$ cat src/rtl/cpu_io_port_pkg.sv
package cpu_io_port_pkg;
  localparam int unsigned PORT_W      = 8;
  localparam int unsigned BANK_W      = 3;
  localparam int unsigned FALL_BITS   = 2;
  localparam int unsigned FALL_BASE   = 6;
  localparam int unsigned TAPE_BIT    = 4;
  localparam int unsigned MOTOR_BIT   = 5;
  localparam logic [PORT_W-1:0] PULLUP_MASK = 8'h17;

  typedef struct packed {
    logic load;
    logic level;
  } fall_load_t;
endpackage

$ cat src/rtl/io_port_regs.sv
module io_port_regs
  import cpu_io_port_pkg::*;
(
  input  logic              clk_i,
  input  logic              rst_ni,
  input  logic              wr_dir_i,
  input  logic              wr_data_i,
  input  logic [PORT_W-1:0] wdata_i,
  output logic [PORT_W-1:0] dir_o,
  output logic [PORT_W-1:0] data_o,
  output fall_load_t [FALL_BITS-1:0] fall_load_o
);
  logic [PORT_W-1:0] dir_q, data_q;

  always_ff @(posedge clk_i or negedge rst_ni) begin
    if (!rst_ni) begin
      dir_q  <= '0;
      data_q <= '0;
    end else begin
      if (wr_dir_i)  dir_q  <= wdata_i;
      if (wr_data_i) data_q <= wdata_i;
    end
  end

  // timer restart: data write always; dir write only on a 1->0 edge
  for (genvar g = 0; g < FALL_BITS; g++) begin : g_trig
    localparam int unsigned B = FALL_BASE + g;
    always_comb begin
      fall_load_o[g].load  = wr_data_i | (wr_dir_i & dir_q[B] & ~wdata_i[B]);
      fall_load_o[g].level = wr_data_i ? wdata_i[B] : data_q[B];
    end
  end

  assign dir_o  = dir_q;
  assign data_o = data_q;
endmodule

$ cat src/rtl/io_port_fall_cell.sv
module io_port_fall_cell #(
  parameter int unsigned CNT_W    = 19,
  parameter int unsigned LOAD_VAL = 350000
) (
  input  logic             clk_i,
  input  logic             rst_ni,
  input  logic             load_i,
  input  logic             level_i,
  output logic [CNT_W-1:0] cnt_o,
  output logic             level_o
);
  logic [CNT_W-1:0] cnt_q;
  logic             held_q;

  always_ff @(posedge clk_i or negedge rst_ni) begin
    if (!rst_ni) begin
      cnt_q  <= '0;
      held_q <= 1'b0;
    end else if (load_i) begin
      cnt_q  <= CNT_W'(LOAD_VAL);
      held_q <= level_i;
    end else if (cnt_q != '0) begin
      cnt_q  <= cnt_q - CNT_W'(1);
    end
  end

  assign cnt_o   = cnt_q;
  assign level_o = held_q & (cnt_q != '0);
endmodule

$ cat src/rtl/io_port_pins.sv
module io_port_pins
  import cpu_io_port_pkg::*;
(
  input  logic                 clk_i,
  input  logic                 rst_ni,
  input  logic [PORT_W-1:0]    dir_i,
  input  logic [PORT_W-1:0]    data_i,
  input  logic                 tape_i,
  input  logic [FALL_BITS-1:0] fall_lvl_i,
  output logic [PORT_W-1:0]    pins_o,
  output logic [PORT_W-1:0]    port_rd_o,
  output logic [BANK_W-1:0]    bank_o
);
  logic [PORT_W-1:0] pins_q, pins_eff, drive;

  assign drive = data_i | ~dir_i;

  always_comb begin
    pins_eff = (pins_q & ~dir_i) | (data_i & dir_i);
    if (!dir_i[MOTOR_BIT]) pins_eff[MOTOR_BIT] = 1'b0;
    if (!dir_i[TAPE_BIT])  pins_eff[TAPE_BIT]  = tape_i;
  end

  always_ff @(posedge clk_i or negedge rst_ni) begin
    if (!rst_ni) pins_q <= '0;
    else         pins_q <= pins_eff;
  end

  always_comb begin
    port_rd_o = drive & (pins_eff | PULLUP_MASK);
    for (int g = 0; g < FALL_BITS; g++) begin
      if (!dir_i[FALL_BASE+g]) port_rd_o[FALL_BASE+g] = fall_lvl_i[g];
    end
  end

  assign pins_o = pins_eff;
  assign bank_o = drive[BANK_W-1:0];
endmodule

$ cat src/rtl/cpu_io_port.sv
module cpu_io_port
  import cpu_io_port_pkg::*;
#(
  parameter int unsigned ADDR_W          = 16,
  parameter int unsigned FALL_OFF_CYCLES = 350000
) (
  input  logic              clk_i,
  input  logic              rst_ni,
  input  logic [ADDR_W-1:0] addr_i,
  input  logic              wr_en_i,
  input  logic [PORT_W-1:0] wdata_i,
  output logic [PORT_W-1:0] rdata_o,
  input  logic [PORT_W-1:0] last_bus_i,
  input  logic              tape_sense_i,
  input  logic [PORT_W-1:0] ram_rdata_i,
  output logic [ADDR_W-1:0] ram_addr_o,
  output logic              ram_we_o,
  output logic [PORT_W-1:0] ram_wdata_o,
  output logic [BANK_W-1:0] bank_o,
  output logic [PORT_W-1:0] pins_o
);
  localparam int unsigned CNT_W = $clog2(FALL_OFF_CYCLES + 1);

  logic sel_dir, sel_data, sel_port;
  logic [PORT_W-1:0] dir_q, data_q, port_rd;
  fall_load_t [FALL_BITS-1:0] fall_load;
  logic [FALL_BITS-1:0] fall_lvl;
  logic [CNT_W-1:0] fall_cnt [FALL_BITS];
  logic [CNT_W-1:0] fall_cnt_lo, fall_cnt_hi;

  assign sel_dir  = (addr_i == '0);
  assign sel_data = (addr_i == ADDR_W'(1));
  assign sel_port = sel_dir | sel_data;

  io_port_regs u_regs (
    .clk_i       (clk_i),
    .rst_ni      (rst_ni),
    .wr_dir_i    (wr_en_i & sel_dir),
    .wr_data_i   (wr_en_i & sel_data),
    .wdata_i     (wdata_i),
    .dir_o       (dir_q),
    .data_o      (data_q),
    .fall_load_o (fall_load)
  );

  for (genvar g = 0; g < FALL_BITS; g++) begin : g_fall
    io_port_fall_cell #(
      .CNT_W    (CNT_W),
      .LOAD_VAL (FALL_OFF_CYCLES)
    ) u_cell (
      .clk_i   (clk_i),
      .rst_ni  (rst_ni),
      .load_i  (fall_load[g].load),
      .level_i (fall_load[g].level),
      .cnt_o   (fall_cnt[g]),
      .level_o (fall_lvl[g])
    );
  end

  assign fall_cnt_lo = fall_cnt[0];
  assign fall_cnt_hi = fall_cnt[FALL_BITS-1];

  io_port_pins u_pins (
    .clk_i      (clk_i),
    .rst_ni     (rst_ni),
    .dir_i      (dir_q),
    .data_i     (data_q),
    .tape_i     (tape_sense_i),
    .fall_lvl_i (fall_lvl),
    .pins_o     (pins_o),
    .port_rd_o  (port_rd),
    .bank_o     (bank_o)
  );

  assign rdata_o     = sel_dir ? dir_q : (sel_data ? port_rd : ram_rdata_i);
  assign ram_addr_o  = addr_i;
  assign ram_we_o    = wr_en_i;
  assign ram_wdata_o = sel_port ? last_bus_i : wdata_i;
endmodule

$ cat config.mk
export PLATFORM = sky130hd
export DESIGN_NAME = cpu_io_port
export DESIGN_NICKNAME = d
export VERILOG_FILES = /design/src/rtl/cpu_io_port_pkg.sv /design/src/rtl/io_port_regs.sv /design/src/rtl/io_port_fall_cell.sv /design/src/rtl/io_port_pins.sv /design/src/rtl/cpu_io_port.sv
export SDC_FILE = /design/constraint.sdc
export NUM_CORES = 1
export LEC_CHECK = 0
export BUFFER_PORTS_ARGS = -buffer_cell sky130_fd_sc_hd__buf_2
export CAP_MARGIN = 10
export CORE_MARGIN = 2
export CORE_UTILIZATION = 55
export DETAILED_ROUTE_END_ITERATION = 7
export GPL_ROUTABILITY_DRIVEN = 0
export HOLD_SLACK_MARGIN = 0.05
export PLACE_DENSITY = 0.92
export SYNTH_ARGS = -nofsm -noshare
export SYNTH_HDL_FRONTEND = slang
export SYNTH_HIERARCHICAL = 1
export SYNTH_SLANG_ARGS = --single-unit
$ cat constraint.sdc
create_clock -name clk_i -period 8.1 [get_ports clk_i]
set_clock_uncertainty 0.15 [all_clocks]
set_input_delay 1.62 -clock clk_i [delete_from_list [all_inputs] [get_ports clk_i]]
set_output_delay 1.62 -clock clk_i [all_outputs]
set_load 0.05 [all_outputs]
# Word-level counts from Yosys, hierarchy flattened
# Cells that the tools add are included.
# op_classes
n_eq_ne	1
muxes	13
reduce_logical	5
bitwise	19
addsub	2
# ops
cell	n
$mux W19	4
$reduce_bool A19 Y1	2
$sub A19 B1 Y19 const B	2
$and A8 B8 Y8	3
$mux W8	3
$eq A16 B1 Y1 const B	1
$logic_not A16 Y1	1
$or A8 B8 Y8	2
$and A1 B1 Y1	8
$not A8 Y8	1
$mux W1	6
$reduce_bool A2 Y1	2
$or A1 B1 Y1	3
$not A1 Y1	2
# word_totals
word_cells	47
output_inout_bits	44
regBits	64
input_bits	44

# Depth between registers and ports, before layout
# logic_depth
ltp_word	8
mapped_depth	9
ltp_nobuf	7

# Modules after synthesis
# Netlist, hierarchy kept.
# by_module_without_submodules
mod	area_per_inst_um2	cells_per_inst	n_inst
io_port_fall_cell	1184.9	124	2
io_port_regs	685.7	38	1
cpu_io_port	536.8	53	1
io_port_pins	350.3	25	1

# Worst setup path after synthesis
# OpenSTA, ideal clock, no wires.
# synth_path
path_type	in2out
from	input addr_i[1]
to	output ram_wdata_o[0]
arrival_time_ns	2.777
setup_slack_ns	3.553
path_stages	4
required_ns	6.330
n_path_buf	1
path_cell_list	nor4_2 nand4_4 buf_6 mux2_4
# synth_between
elab_chain_cells	3
# synth_lines
element	line_no	rtl
start, declared	cpu_io_port.sv:9	input logic [ADDR_W-1:0] addr_i,
$eq A16 B1 Y1 / $logic_not A16 Y1 (equally long branches)	cpu_io_port.sv:32, cpu_io_port.sv:31	
$or A1 B1 Y1 *	cpu_io_port.sv:33	assign sel_port = sel_dir | sel_data;
$mux W8 *	cpu_io_port.sv:78	assign ram_wdata_o = sel_port ? last_bus_i : wdata_i;
end, declared	cpu_io_port.sv:18	output logic [PORT_W-1:0] ram_wdata_o,
# Every way passes the cells marked *; elsewhere a longest branch is shown, timed or not.

# Worst setup path after layout
# layout_path
from	input addr_i[10]
to	output rdata_o[3]
# layout_between
elab_chain_cells	3
# layout_lines
element	line_no	rtl
$eq A16 B1 Y1	cpu_io_port.sv:32	assign sel_data = (addr_i == ADDR_W'(1));
$mux W8	cpu_io_port.sv:75	assign rdata_o = sel_dir ? dir_q : (sel_data ? port_rd : ram_rdata_i);
$mux W8 *	cpu_io_port.sv:75	
end, declared	cpu_io_port.sv:12	output logic [PORT_W-1:0] rdata_o,
# Marks and branches as above.

==> results_dict.tcl <==
set metrics [dict create \
    final-setup-viol-count 0 \
    clkLatencyLatePin_ns 0.36 \
    period_share_pct 62.50 \
    rsz0062_at_grt "no" \
    vias 3095 \
    fmax_mhz 197.5 \
    drtIter0Drc 201 \
    overflow 0 \
    p_sw_uw 197.8 \
    wl_per_cell_um 16.72 \
    clk_path_buf_depth 2 \
    ios 88 \
    clock-root-buffer "clkbuf_8" \
    via_per_inst 5.895 \
    grt_first_pass_wirelength_mm 13.97 \
    cts_buffers 9 \
    fin_nets 473 \
    clkPwrFrac_pct 37.2 \
    wirelength_mm 8.779 \
    cts_tree "yes" \
    cts_sinks 62 \
    post_cts_buffers 0 \
    cts_resized 0 \
    irDropWorstVdd_mv 0.1137 \
    max-slew-margin-rel_pct 26.33 \
    p_leak_uw 0.002045 \
    num_antenna_cells 0 \
    worstSetupPathType "in -> out" \
    antenna_found_initial 0 \
    syn_area_um2 3943 \
    syn-instance-count 364 \
    critPathMaxFanout 16 \
    antenna_left 0 \
    row_count 30 \
    hold_viol_final 0 \
    io_buffers 87 \
    crit_path_end_kind "output pin" \
    r2r_slack_ns 5.57 \
    startpoint "addr_i[10]" \
    worstPathRequired_ns 6.33 \
    die_y_um 88.67 \
    drive_gt1_share_pct 43.59 \
    clk_pin_slew_ns 0.06 \
    hpwlAfterDp_mm 6.284 \
    power_uw 699.4 \
    die_w_um 88.67 \
    reg2reg_depth 4 \
    timing.rr.start "g_fall[1].u_cell/cnt_o[12]" \
    yosysWarnings 6 \
    synth_fp_nets 410 \
    grt_use_total_pct 23.54 \
    die-area_um2 7861 \
    drv_cap 0 \
    core_um2 6869 \
    period_minus_slack_ns 5.063 \
    p_comb_share_pct 14.1 \
    grt_pass1_vias 2919 \
    route.detailed.drc 0 \
    seqPwrFrac_pct 48.8 \
    ys_types 42 \
    first_pass_iters 4 \
    ys_seq_elements 62 \
    hold_buffers 0 \
    powerDensity_nw_per_um2 157.4 \
    switching_share_pct 28.28 \
    status "finished clean" \
    area_growth_pct 12.73 \
    ys_seq_area_share_pct 39.35 \
    hold_class "reg -> reg" \
    cp-endpoint "rdata_o[3]" \
    hold_depth 1 \
    cp.arrival_ns 3.29 \
    internal_power_uw 501.6 \
    maxSlewViolCount 0 \
    final.setup.tns_ns 0 \
    worstMarginPinSlew_ns 1.099 \
    start_util_pct 57.40 \
    start_kind "input pin" \
    cts.htree.levels 3 \
    syn_avg_cell_area_um2 10.83 \
    rr_endpoint "g_fall[1].u_cell/cnt_o[3]" \
    grt_max_degree 63 \
]
==> per-stage QoR <==
stage / setup slack [ns] / cell area [um2] / hold WS, ns / std cells / utilization (%)
after floorplan: 3.553 / 3943 / 0.3240 / 364 / -
after global placement: 3.082 / 4268 / 0.3351 / 512 / 62.13
after detailed placement: 3.010 / 4268 / 0.3316 / 512 / 62.13
after CTS: 3.007 / 4444 / 0.3507 / 525 / 64.70
after global routing: 2.922 / 4444 / 0.3621 / 525 / 64.70
final: 3.037 / 4444 / 0.3511 / 525 / 64.70
==> how the worst min path moves through the flow <==
stage / slack [ns] / endpoint / start
2_1_floorplan: 0.32 / u_regs/data_o[5] / u_regs/data_o[5]
3_3_place_gp: 0.34 / g_fall[0].u_cell/held_q / g_fall[0].u_cell/held_q
3_5_place_dp: 0.33 / u_pins/pins_q[7] / u_pins/pins_q[7]
4_1_cts: 0.35 / u_pins/pins_q[7] / u_pins/pins_q[7]
5_1_grt: 0.36 / u_pins/pins_q[7] / u_pins/pins_q[7]
6_report: 0.35 / u_pins/pins_q[7] / u_pins/pins_q[7]
==> synth_stat cells, drive strengths merged <==
cell type	instances	area (um2)
o21bai	4	30.03
nor4	9	105.1
clkbuf	5	18.77
buf	33	244.0
o21ai	2	10.01
nand4b	2	30.03
inv	11	41.29
mux2i	6	60.06
and4b	2	20.02
o31ai	8	60.06
or3	2	22.52
and3	2	12.51
ha	2	25.02
a211oi	6	45.04
and2	1	6.260
nor2b	16	100.1
a21oi	16	80.08
mux2	63	837.1
nand3	15	75.07
dfrtp	62	1551
a311oi	2	17.52
nand4	3	33.78
o31a	2	17.52
nor2	26	97.59
or4	8	72.56
or2	4	25.02
a21boi	4	30.03
nand2	15	56.30
nand2b	4	25.02
nor3	15	75.07
a211o	6	52.55
a21o	2	15.01
nand3b	2	15.01
a2111oi	4	35.03
==> flip-flops by register name, summed over array words and instances (netlist names) <==
name,flops
g_fall.u_cell/cnt_o,38
g_fall.u_cell/held_q,2
u_pins/pins_q,6
u_regs/data_o,8
u_regs/dir_o,8
==> cell type report <==
type / count / area [um2]
Fill cell: 527 / 2425
Multi-Input combinational cell: 253 / 2097
Sequential cell: 62 / 1551
Timing Repair Buffer: 90 / 457.9
Clock buffer: 11 / 141.4
Tap cell: 96 / 120.1
Inverter: 11 / 41.29
Clock inverter: 2 / 35.03
==> power by group through the flow <==
stage | Combinational (uW) | Clock (uW) | Sequential, uW
2_1_floorplan | 70.7 | 0 | 343
3_3_place_gp | 93.4 | 0 | 345
3_5_place_dp | 98.9 | 0 | 346
4_1_cts | 99.5 | 265 | 341
5_1_grt | 106 | 278 | 342
6_report | 98.3 | 260 | 341
==> cells in the final DEF, fill, tap and decap left out, types with 6 or more instances in the layout <==
cell type  synthesis  final
a21oi_1           16     16
inv_1             11     11
nand3_1           15     15
nand2_1           15     15
nor2b_1           16     16
mux2_4            34     34
a211o_1            6      6
o31ai_1            8      8
mux2i_1            6      6
buf_2              6     87
nor2_1            26     26
nor3_1            15     13
a211oi_1           6      6
clkbuf_8           0     10
mux2_2            29     29
dfrtp_1           62     62
==> per-layer routing <==
layer  global-route usage (%)  share of wire [%]  up-vias
met5                        0                  0        -
met4                    10.88                2.3        0
met3                    5.690                5.5       18
met2                    40.50                 52      121
met1                    27.69                 40     1524
li1                         -                  -     1432
==> critical path, stage by stage <==
cell and delay, ns:
buf_2 0.10, nor3_1 0.47, nand4_4 0.45, mux2_4 0.42, buf_2 0.22
==> cells by family after synthesis <==
family / Yosys count / share of synthesized area [%]
muxes: 69 / 22.75
AOI/OAI and AO/OA: 56 / 9.965
buffers and inverters: 49 / 7.712
adders and majority gates: 2 / 0.6346
and+or+nand+nor: 126 / 19.58
DFF: 62 / 39.35
No activity file was read; power rests on OpenSTA's default activity.
